### src/rtl/sec74_pkg.sv
package sec74_pkg;
  localparam int DATA_W = 4;
  localparam int PAR_W  = 3;
  localparam int CODE_W = DATA_W + PAR_W;

  typedef logic [DATA_W-1:0] data_t;
  typedef logic [PAR_W-1:0]  syn_t;
  typedef logic [CODE_W-1:0] word_t;

  // Columns of the data positions, position 1 in the most significant slot.
  localparam logic [DATA_W*PAR_W-1:0] DATA_COLS = {3'b111, 3'b011, 3'b101, 3'b110};

  // Column of position pos (0 = leftmost); check positions form the identity.
  function automatic syn_t column(input int pos);
    syn_t c;
    if (pos < DATA_W) c = DATA_COLS[(DATA_W-1-pos)*PAR_W +: PAR_W];
    else              c = syn_t'(1) << (CODE_W-1-pos);
    return c;
  endfunction

  // Row mask of check equation row (0 = s1) over the word bits.
  function automatic word_t row_mask(input int row);
    word_t m;
    syn_t  c;
    m = '0;
    for (int pos = 0; pos < CODE_W; pos++) begin
      c = column(pos);
      m[CODE_W-1-pos] = c[PAR_W-1-row];
    end
    return m;
  endfunction
endpackage

### src/rtl/sec74_encoder.sv
module sec74_encoder
  import sec74_pkg::*;
(
  input  logic  clk,
  input  logic  rst,
  input  logic  valid_i,
  input  data_t data_i,
  output logic  valid_o,
  output word_t code_o
);
  syn_t  chk;
  word_t code_d;

  for (genvar row = 0; row < PAR_W; row++) begin : g_row
    localparam word_t MASK = row_mask(row);
    assign chk[PAR_W-1-row] = ^(data_i & MASK[CODE_W-1 -: DATA_W]);
  end

  assign code_d = {data_i, chk};

  always_ff @(posedge clk) begin
    if (rst) begin
      valid_o <= 1'b0;
      code_o  <= '0;
    end else begin
      valid_o <= valid_i;
      if (valid_i) code_o <= code_d;
    end
  end
endmodule

### src/rtl/sec74_syndrome.sv
module sec74_syndrome
  import sec74_pkg::*;
(
  input  word_t word_i,
  output syn_t  syn_o
);
  for (genvar row = 0; row < PAR_W; row++) begin : g_row
    localparam word_t MASK = row_mask(row);
    assign syn_o[PAR_W-1-row] = ^(word_i & MASK);
  end
endmodule

### src/rtl/sec74_corrector.sv
module sec74_corrector
  import sec74_pkg::*;
(
  input  word_t word_i,
  input  syn_t  syn_i,
  output word_t word_o,
  output logic  err_o
);
  word_t flip;

  for (genvar pos = 0; pos < CODE_W; pos++) begin : g_pos
    localparam syn_t COL = column(pos);
    assign flip[CODE_W-1-pos] = (syn_i == COL);
  end

  assign word_o = word_i ^ flip;
  assign err_o  = |syn_i;
endmodule

### src/rtl/sec74_codec.sv
module sec74_codec
  import sec74_pkg::*;
(
  input  logic              clk,
  input  logic              rst,
  input  logic              enc_valid_i,
  input  logic [DATA_W-1:0] enc_data_i,
  output logic              enc_valid_o,
  output logic [CODE_W-1:0] enc_code_o,
  input  logic              dec_valid_i,
  input  logic [CODE_W-1:0] dec_word_i,
  output logic              dec_valid_o,
  output logic [CODE_W-1:0] dec_word_o,
  output logic [DATA_W-1:0] dec_data_o,
  output logic [PAR_W-1:0]  dec_syn_o,
  output logic              dec_err_o
);
  syn_t  syn_d;
  word_t fix_d;
  logic  err_d;

  sec74_encoder u_enc (
    .clk     (clk),
    .rst     (rst),
    .valid_i (enc_valid_i),
    .data_i  (enc_data_i),
    .valid_o (enc_valid_o),
    .code_o  (enc_code_o)
  );

  sec74_syndrome u_syn (
    .word_i (dec_word_i),
    .syn_o  (syn_d)
  );

  sec74_corrector u_fix (
    .word_i (dec_word_i),
    .syn_i  (syn_d),
    .word_o (fix_d),
    .err_o  (err_d)
  );

  always_ff @(posedge clk) begin
    if (rst) begin
      dec_valid_o <= 1'b0;
      dec_word_o  <= '0;
      dec_data_o  <= '0;
      dec_syn_o   <= '0;
      dec_err_o   <= 1'b0;
    end else begin
      dec_valid_o <= dec_valid_i;
      if (dec_valid_i) begin
        dec_word_o <= fix_d;
        dec_data_o <= fix_d[CODE_W-1 -: DATA_W];
        dec_syn_o  <= syn_d;
        dec_err_o  <= err_d;
      end
    end
  end
endmodule

### config.mk
export PLATFORM = sky130hd
export DESIGN_NAME = sec74_codec
export DESIGN_NICKNAME = d
export VERILOG_FILES = /design/src/rtl/sec74_pkg.sv /design/src/rtl/sec74_encoder.sv /design/src/rtl/sec74_syndrome.sv /design/src/rtl/sec74_corrector.sv /design/src/rtl/sec74_codec.sv
export SDC_FILE = /design/constraint.sdc
export NUM_CORES = 1
export LEC_CHECK = 0
export BUFFER_PORTS_ARGS = -buffer_cell sky130_fd_sc_hd__buf_4
export CAP_MARGIN = 20
export CORE_MARGIN = 2
export CORE_UTILIZATION = 55
export CTS_CLUSTER_DIAMETER = 200
export DETAILED_ROUTE_END_ITERATION = 8
export HOLD_SLACK_MARGIN = 0.03
export PLACE_DENSITY_LB_ADDON = 0.15
export SLEW_MARGIN = 0
export SYNTH_ARGS = -nofsm -noshare
export SYNTH_HDL_FRONTEND = slang
export SYNTH_SLANG_ARGS = --single-unit
### constraint.sdc
create_clock -name clk -period 2.6 [get_ports clk]
set_input_delay 0.26 -clock clk [delete_from_list [all_inputs] [get_ports clk]]
set_output_delay 0.26 -clock clk [all_outputs]
set_load 0.01 [all_outputs]
Word level (Yosys, flattened, before mapping)
Cells that the tools add are included.

cells by class
  eq/ne operators = 7
  reductions and logical operators = 7
  bitwise operators = 1

operator list
  operator                                        count
  XOR reduction 7 bit                             3
  == test 3 bit (second input constant)           4
  XOR reduction 4 bit                             3
  XOR 7 bit                                       1
  == test 3 x 2 -> 1 bit (second input constant)  2
  == test 3 x 1 -> 1 bit (second input constant)  1
  OR reduction 3 bit                              1

storage, ports and cells
  logic and storage cells = 22
  output and inout bits = 24
  register bits = 24

Logic depth before layout (Yosys ltp)
  depth after elaboration = 3
  mapped depth = 5

Hierarchy
Synthesis repeated with hierarchy kept, for this count alone.

second synthesis, totals
  cell total of the unflattened synthesis = 92
  area total of the unflattened synthesis = 982.2 um^2

modules (own cells, without submodules)
  module           cells each  sequential area each (um^2)  instances  area an instance (um^2)
  sec74_codec      41          240.2                        1          444.2
  sec74_encoder    28          160.2                        1          349.1
  sec74_corrector  15          0.0                          1          118.9
  sec74_syndrome   8           0.0                          1          70.1

Worst setup path before layout
No wires, ideal clock.

  path kind = input to register
  from = input dec_word_i[3]
  to = register dec_word_o[1]
  stages on the path = 5
  arrival time = 1.142 ns
  path buffers = 1
  path slack = 1.396 ns
  required time = 2.538 ns
  cell sequence = buf_6 xnor2_2 nand3_1 a211o_1 nand3_1

on the way
  cells in the longest elaborated chain, start to end = 3

ends and longest elaborated chain
  item                      RTL line               source
  from (decl)               sec74_codec.sv:11      input logic [CODE_W-1:0] dec_word_i,
  XOR reduction 7 bit       sec74_syndrome.sv:9    assign syn_o[PAR_W-1-row] = ^(word_i & MASK);
  == test 3 x 2 -> 1 bit *  sec74_corrector.sv:13  assign flip[CODE_W-1-pos] = (syn_i == COL);
  XOR 7 bit *               sec74_corrector.sv:16  assign word_o = word_i ^ flip;
  to (signal assigned)      sec74_codec.sv:53      dec_word_o <= fix_d;
  to (decl)                 sec74_codec.sv:13      output logic [CODE_W-1:0] dec_word_o,

Every way passes the cells marked *; elsewhere a longest branch is shown, timed or not.
A chain may end at the register's enable or synchronous reset.

==> summary.txt <==
RUN
--------------------------------------------------------------------------------------------------------
Number of maximum-capacitance violations ..................................................            0

STA
--------------------------------------------------------------------------------------------------------
Hold slack ................................................................................     0.221 ns
Setup clock skew after layout .............................................................         0 ns
Max Freq ..................................................................................      922 MHz
Final clock period utilization by the worst path ..........................................        0.417
Number of pins exceeding their max-slew limit in the final report .........................            0
Sum of negative setup slack ...............................................................         0 ns
Number of setup violations in the final report ............................................            0
Worst max-slew margin expressed relative to the limit .....................................        0.716
Setup repair after global routing missed its margin .......................................           no
Min Tclk post-route .......................................................................      1.08 ns
Final Hold Fails ..........................................................................            0
Actual slew at the worst max-slew pin .....................................................     0.424 ns

GLOBAL ROUTE
--------------------------------------------------------------------------------------------------------
Number of antenna violations at the first check in global routing .........................            0
Global-route wire length before repair ....................................................      4310 um
Largest net degree at the start of global routing .........................................           35
Combined global-route utilization of all metal layers .....................................        0.206
Number of global-route vias before repair .................................................         1036
Leftover overflow at the end of global routing ............................................            0

DETAILED ROUTING
--------------------------------------------------------------------------------------------------------
Amount of wire on met2 after detailed routing .............................................      1430 um
Length of routed met3 wiring ..............................................................       124 um
Final antenna-violating net count .........................................................            0
Vias post-DR ..............................................................................         1142
Highest routed layer ......................................................................         met4
Average detailed-routed wire length per instance ..........................................      13.6 um
Post-DR vias/cell .........................................................................         5.46
Wl on met1 ................................................................................      1240 um
First DRT Iteration DRCs ..................................................................           30
Pre-Repair DR Iteration Count .............................................................            4
DRC Markers ...............................................................................            0
Routed Wire Length ........................................................................      2840 um

SYNTH
--------------------------------------------------------------------------------------------------------
Sequential share of the synthesized area ..................................................        0.293
Net Count, Synth ..........................................................................          170
Number of distinct standard cells referenced by the synthesized netlist ...................           24
Cell Area, Synth .......................................................................... 0.00137 mm^2
Mean cell area of the mapped netlist ......................................................    8.81 um^2
Seq cells post-synth ......................................................................           20
Cell count after synthesis ................................................................          155
Synthesis Warnings ........................................................................            0

WORST SETUP PATH
--------------------------------------------------------------------------------------------------------
Arrival @ worst endpoint ..................................................................      1.32 ns
Data required time of the critical path ...................................................      2.84 ns
Start of the worst register-to-register path .............................................. dec_word_o[4]
Reg-to-reg endpoint ....................................................................... dec_word_o[4]
Reg-to-reg slack, setup ...................................................................      1.77 ns
Maximum fanout along the worst path .......................................................           30
CP Launch Type ............................................................................   input port
Crit. Startpoint ..........................................................................  dec_valid_i
Cell count of the worst reg-to-reg path ...................................................            3
Endpoint class of the critical path .......................................................     register
Worst Setup Path Type .....................................................................       in2reg

POWER
--------------------------------------------------------------------------------------------------------
IR Drop Worst-Case VDD ....................................................................     0.331 mV
Static leakage power ......................................................................     0.668 nW
Part of the total power dissipated in sequential elements .................................        0.448
Switch share ..............................................................................        0.328
Share of total power in the clock network .................................................        0.180
Power share of the combinational group ....................................................        0.372
Total chip power ..........................................................................   0.000785 W
Ratio of total power to cell area .........................................................  490 mW/mm^2
Sw Pwr ....................................................................................   0.000257 W
Internal power ............................................................................   0.000528 W

DIE
--------------------------------------------------------------------------------------------------------
Starting density of the core ..............................................................        0.566
Height of the die .........................................................................      53.8 um
Total die area ............................................................................ 0.00290 mm^2
Standard-cell rows ........................................................................           18
Area of the placeable core ................................................................ 0.00241 mm^2
Width of the die ..........................................................................      53.8 um
Io pins ...................................................................................           39

CLOCK NETWORK
--------------------------------------------------------------------------------------------------------
Number of buffers added by the clock tree synthesis step ..................................            3
Setup fix buffers added after clock tree synthesis ........................................            0
Total clock sinks .........................................................................           20
CTS root buf .............................................................................. sky130_fd_sc_hd__clkbuf_4
TritonCTS clock tree ......................................................................         done
Number of buffers inserted by hold repair at cts ..........................................            0
Post-CTS clock slew at the launch and capture registers of the worst setup and hold paths .      0.10 ns
Clock insertion delay at the later pin of the skew report .................................      0.29 ns
Longest Clk Path Bufs .....................................................................            2
# H-tree levels ...........................................................................            1
# resized after CTS .......................................................................            0

MIN PATH
--------------------------------------------------------------------------------------------------------
Endpoint of the worst hold path ........................................................... u_enc.code_o[3]
Launch instance of the worst min-delay path ............................................... enc_data_i[0]
Classification of the worst-slack hold path ...............................................       in2reg
Min-Delay Path Depth ......................................................................            3

CELLS AND AREA
--------------------------------------------------------------------------------------------------------
Final antenna diode count .................................................................            0
NumNets Final .............................................................................          196
Utilization after layout ..................................................................        0.665
Layout cell share with drive strength beyond 1 ............................................        0.291
Filler Cells Inserted .....................................................................          212
Area added between synthesis and finish ...................................................        17.4%
Design area ............................................................................... 0.00160 mm^2

PLACEMENT
--------------------------------------------------------------------------------------------------------
Cell area after placement ................................................................. 0.00158 mm^2
Number of port buffers ....................................................................           38
Dpl hpwl ..................................................................................      2120 um
Global placement routability congestion ...................................................        0.781

RUN STATUS
--------------------------------------------------------------------------------------------------------
Status .................................................................................... finished, final reports clean

## stage by stage
step           setup WS, ns  std cells
2_1_floorplan          1.40        155
6_report               1.52        209
4_1_cts                1.51        209
3_5_place_dp           1.20        206
3_3_place_gp           1.25        206
5_1_grt                1.49        209
## layout by cell type (no fill, tap or decap), drive strengths merged, types with 7 or more instances in the layout
cell   Yosys  routed
buf       10      38
a21oi      8       8
nor3b     13      13
nor2      18      18
dfxtp     20      20
nand2      9       9
mux2i      7       7
nand3     22      22
xnor2     15      15
## critical path: stages
cell and delay, ns:
sky130_fd_sc_hd__buf_4 0.26, sky130_fd_sc_hd__or3b_2 0.47, sky130_fd_sc_hd__a211o_1 0.27, sky130_fd_sc_hd__nand3_1 0.06
## routing by layer
| layer | vias up | GRT usage |
|---|---|---|
| met5 | - | 0 |
| met4 | 0 | 0.0812 |
| met2 | 32 | 0.378 |
| met3 | 5 | 0.0333 |
| met1 | 525 | 0.234 |
| li1 | 580 | - |
## worst max path at each step
stage	end	slack (ns)	depth (start not counted)
after floorplan	dec_word_o[1]	1.40	5
after global placement	dec_word_o[1]	1.25	4
after detailed placement	dec_word_o[4]	1.20	5
after CTS	dec_word_o[4]	1.51	5
after global routing	dec_data_o[1]	1.49	1
final	dec_word_o[1]	1.52	4
## area by class of cell
cell class	instances	area (um^2)	area share
Sequential cell	20	400	0.250
Clock buffer	3	22.5	0.0141
Timing Repair Buffer	38	285	0.178
Tap cell	30	37.5	0.0234
Multi-Input combinational cell	118	857	0.535
## cell families after synthesis
| logic type | share of synthesized area |
|---|---|
| AO/OA/AOI/OAI | 0.0953 |
| AND/OR/NAND/NOR | 0.264 |
| flip-flops | 0.293 |
| multiplexers | 0.0513 |
| buffers and inverters | 0.0788 |
| XOR/XNOR | 0.217 |
## state kept, by name, summed over array words and instances, names as in the netlist
| signal | flops |
|---|---|
| dec_err_o | 1 |
| dec_syn_o | 3 |
| dec_valid_o | 1 |
| dec_word_o | 7 |
| u_enc.code_o | 7 |
| u_enc.valid_o | 1 |
## synth_stat cells
library cell               number  area share
sky130_fd_sc_hd__nor2_1        18       0.049
sky130_fd_sc_hd__dfxtp_1       20        0.29
sky130_fd_sc_hd__nand3_1       22       0.081
sky130_fd_sc_hd__xnor2_1        8       0.051
sky130_fd_sc_hd__o211ai_1       6       0.033
sky130_fd_sc_hd__a311oi_1       1      0.0064
sky130_fd_sc_hd__clkbuf_1       7       0.019
sky130_fd_sc_hd__a211oi_2       1      0.0092
sky130_fd_sc_hd__buf_2          2      0.0073
sky130_fd_sc_hd__xor2_4         2       0.040
sky130_fd_sc_hd__a211oi_1       2       0.011
sky130_fd_sc_hd__a21oi_1        8       0.029
sky130_fd_sc_hd__buf_4          5       0.028
sky130_fd_sc_hd__nor3b_1       13       0.071
sky130_fd_sc_hd__buf_6          3       0.025
sky130_fd_sc_hd__xnor2_4        2       0.040
sky130_fd_sc_hd__nor2b_1        2      0.0092
sky130_fd_sc_hd__nor3_1         6       0.022
sky130_fd_sc_hd__mux2i_1        7       0.051
sky130_fd_sc_hd__a211o_1        1      0.0064
sky130_fd_sc_hd__xnor2_2        5       0.060
sky130_fd_sc_hd__xor2_1         4       0.026
sky130_fd_sc_hd__or3b_2         1      0.0064
sky130_fd_sc_hd__nand2_1        9       0.025
## power by group through the flow
| stage | logic [W] | clock network, W | registers, W |
|---|---|---|---|
| 2_1_floorplan | 0.000188 | 0 | 0.000373 |
| 3_3_place_gp | 0.000284 | 0 | 0.000358 |
| 3_5_place_dp | 0.000293 | 0 | 0.000359 |
| 4_1_cts | 0.000293 | 0.000146 | 0.000352 |
| 5_1_grt | 0.000316 | 0.000163 | 0.000356 |
| 6_report | 0.000292 | 0.000141 | 0.000352 |
Power figures use the tool's default switching activity.
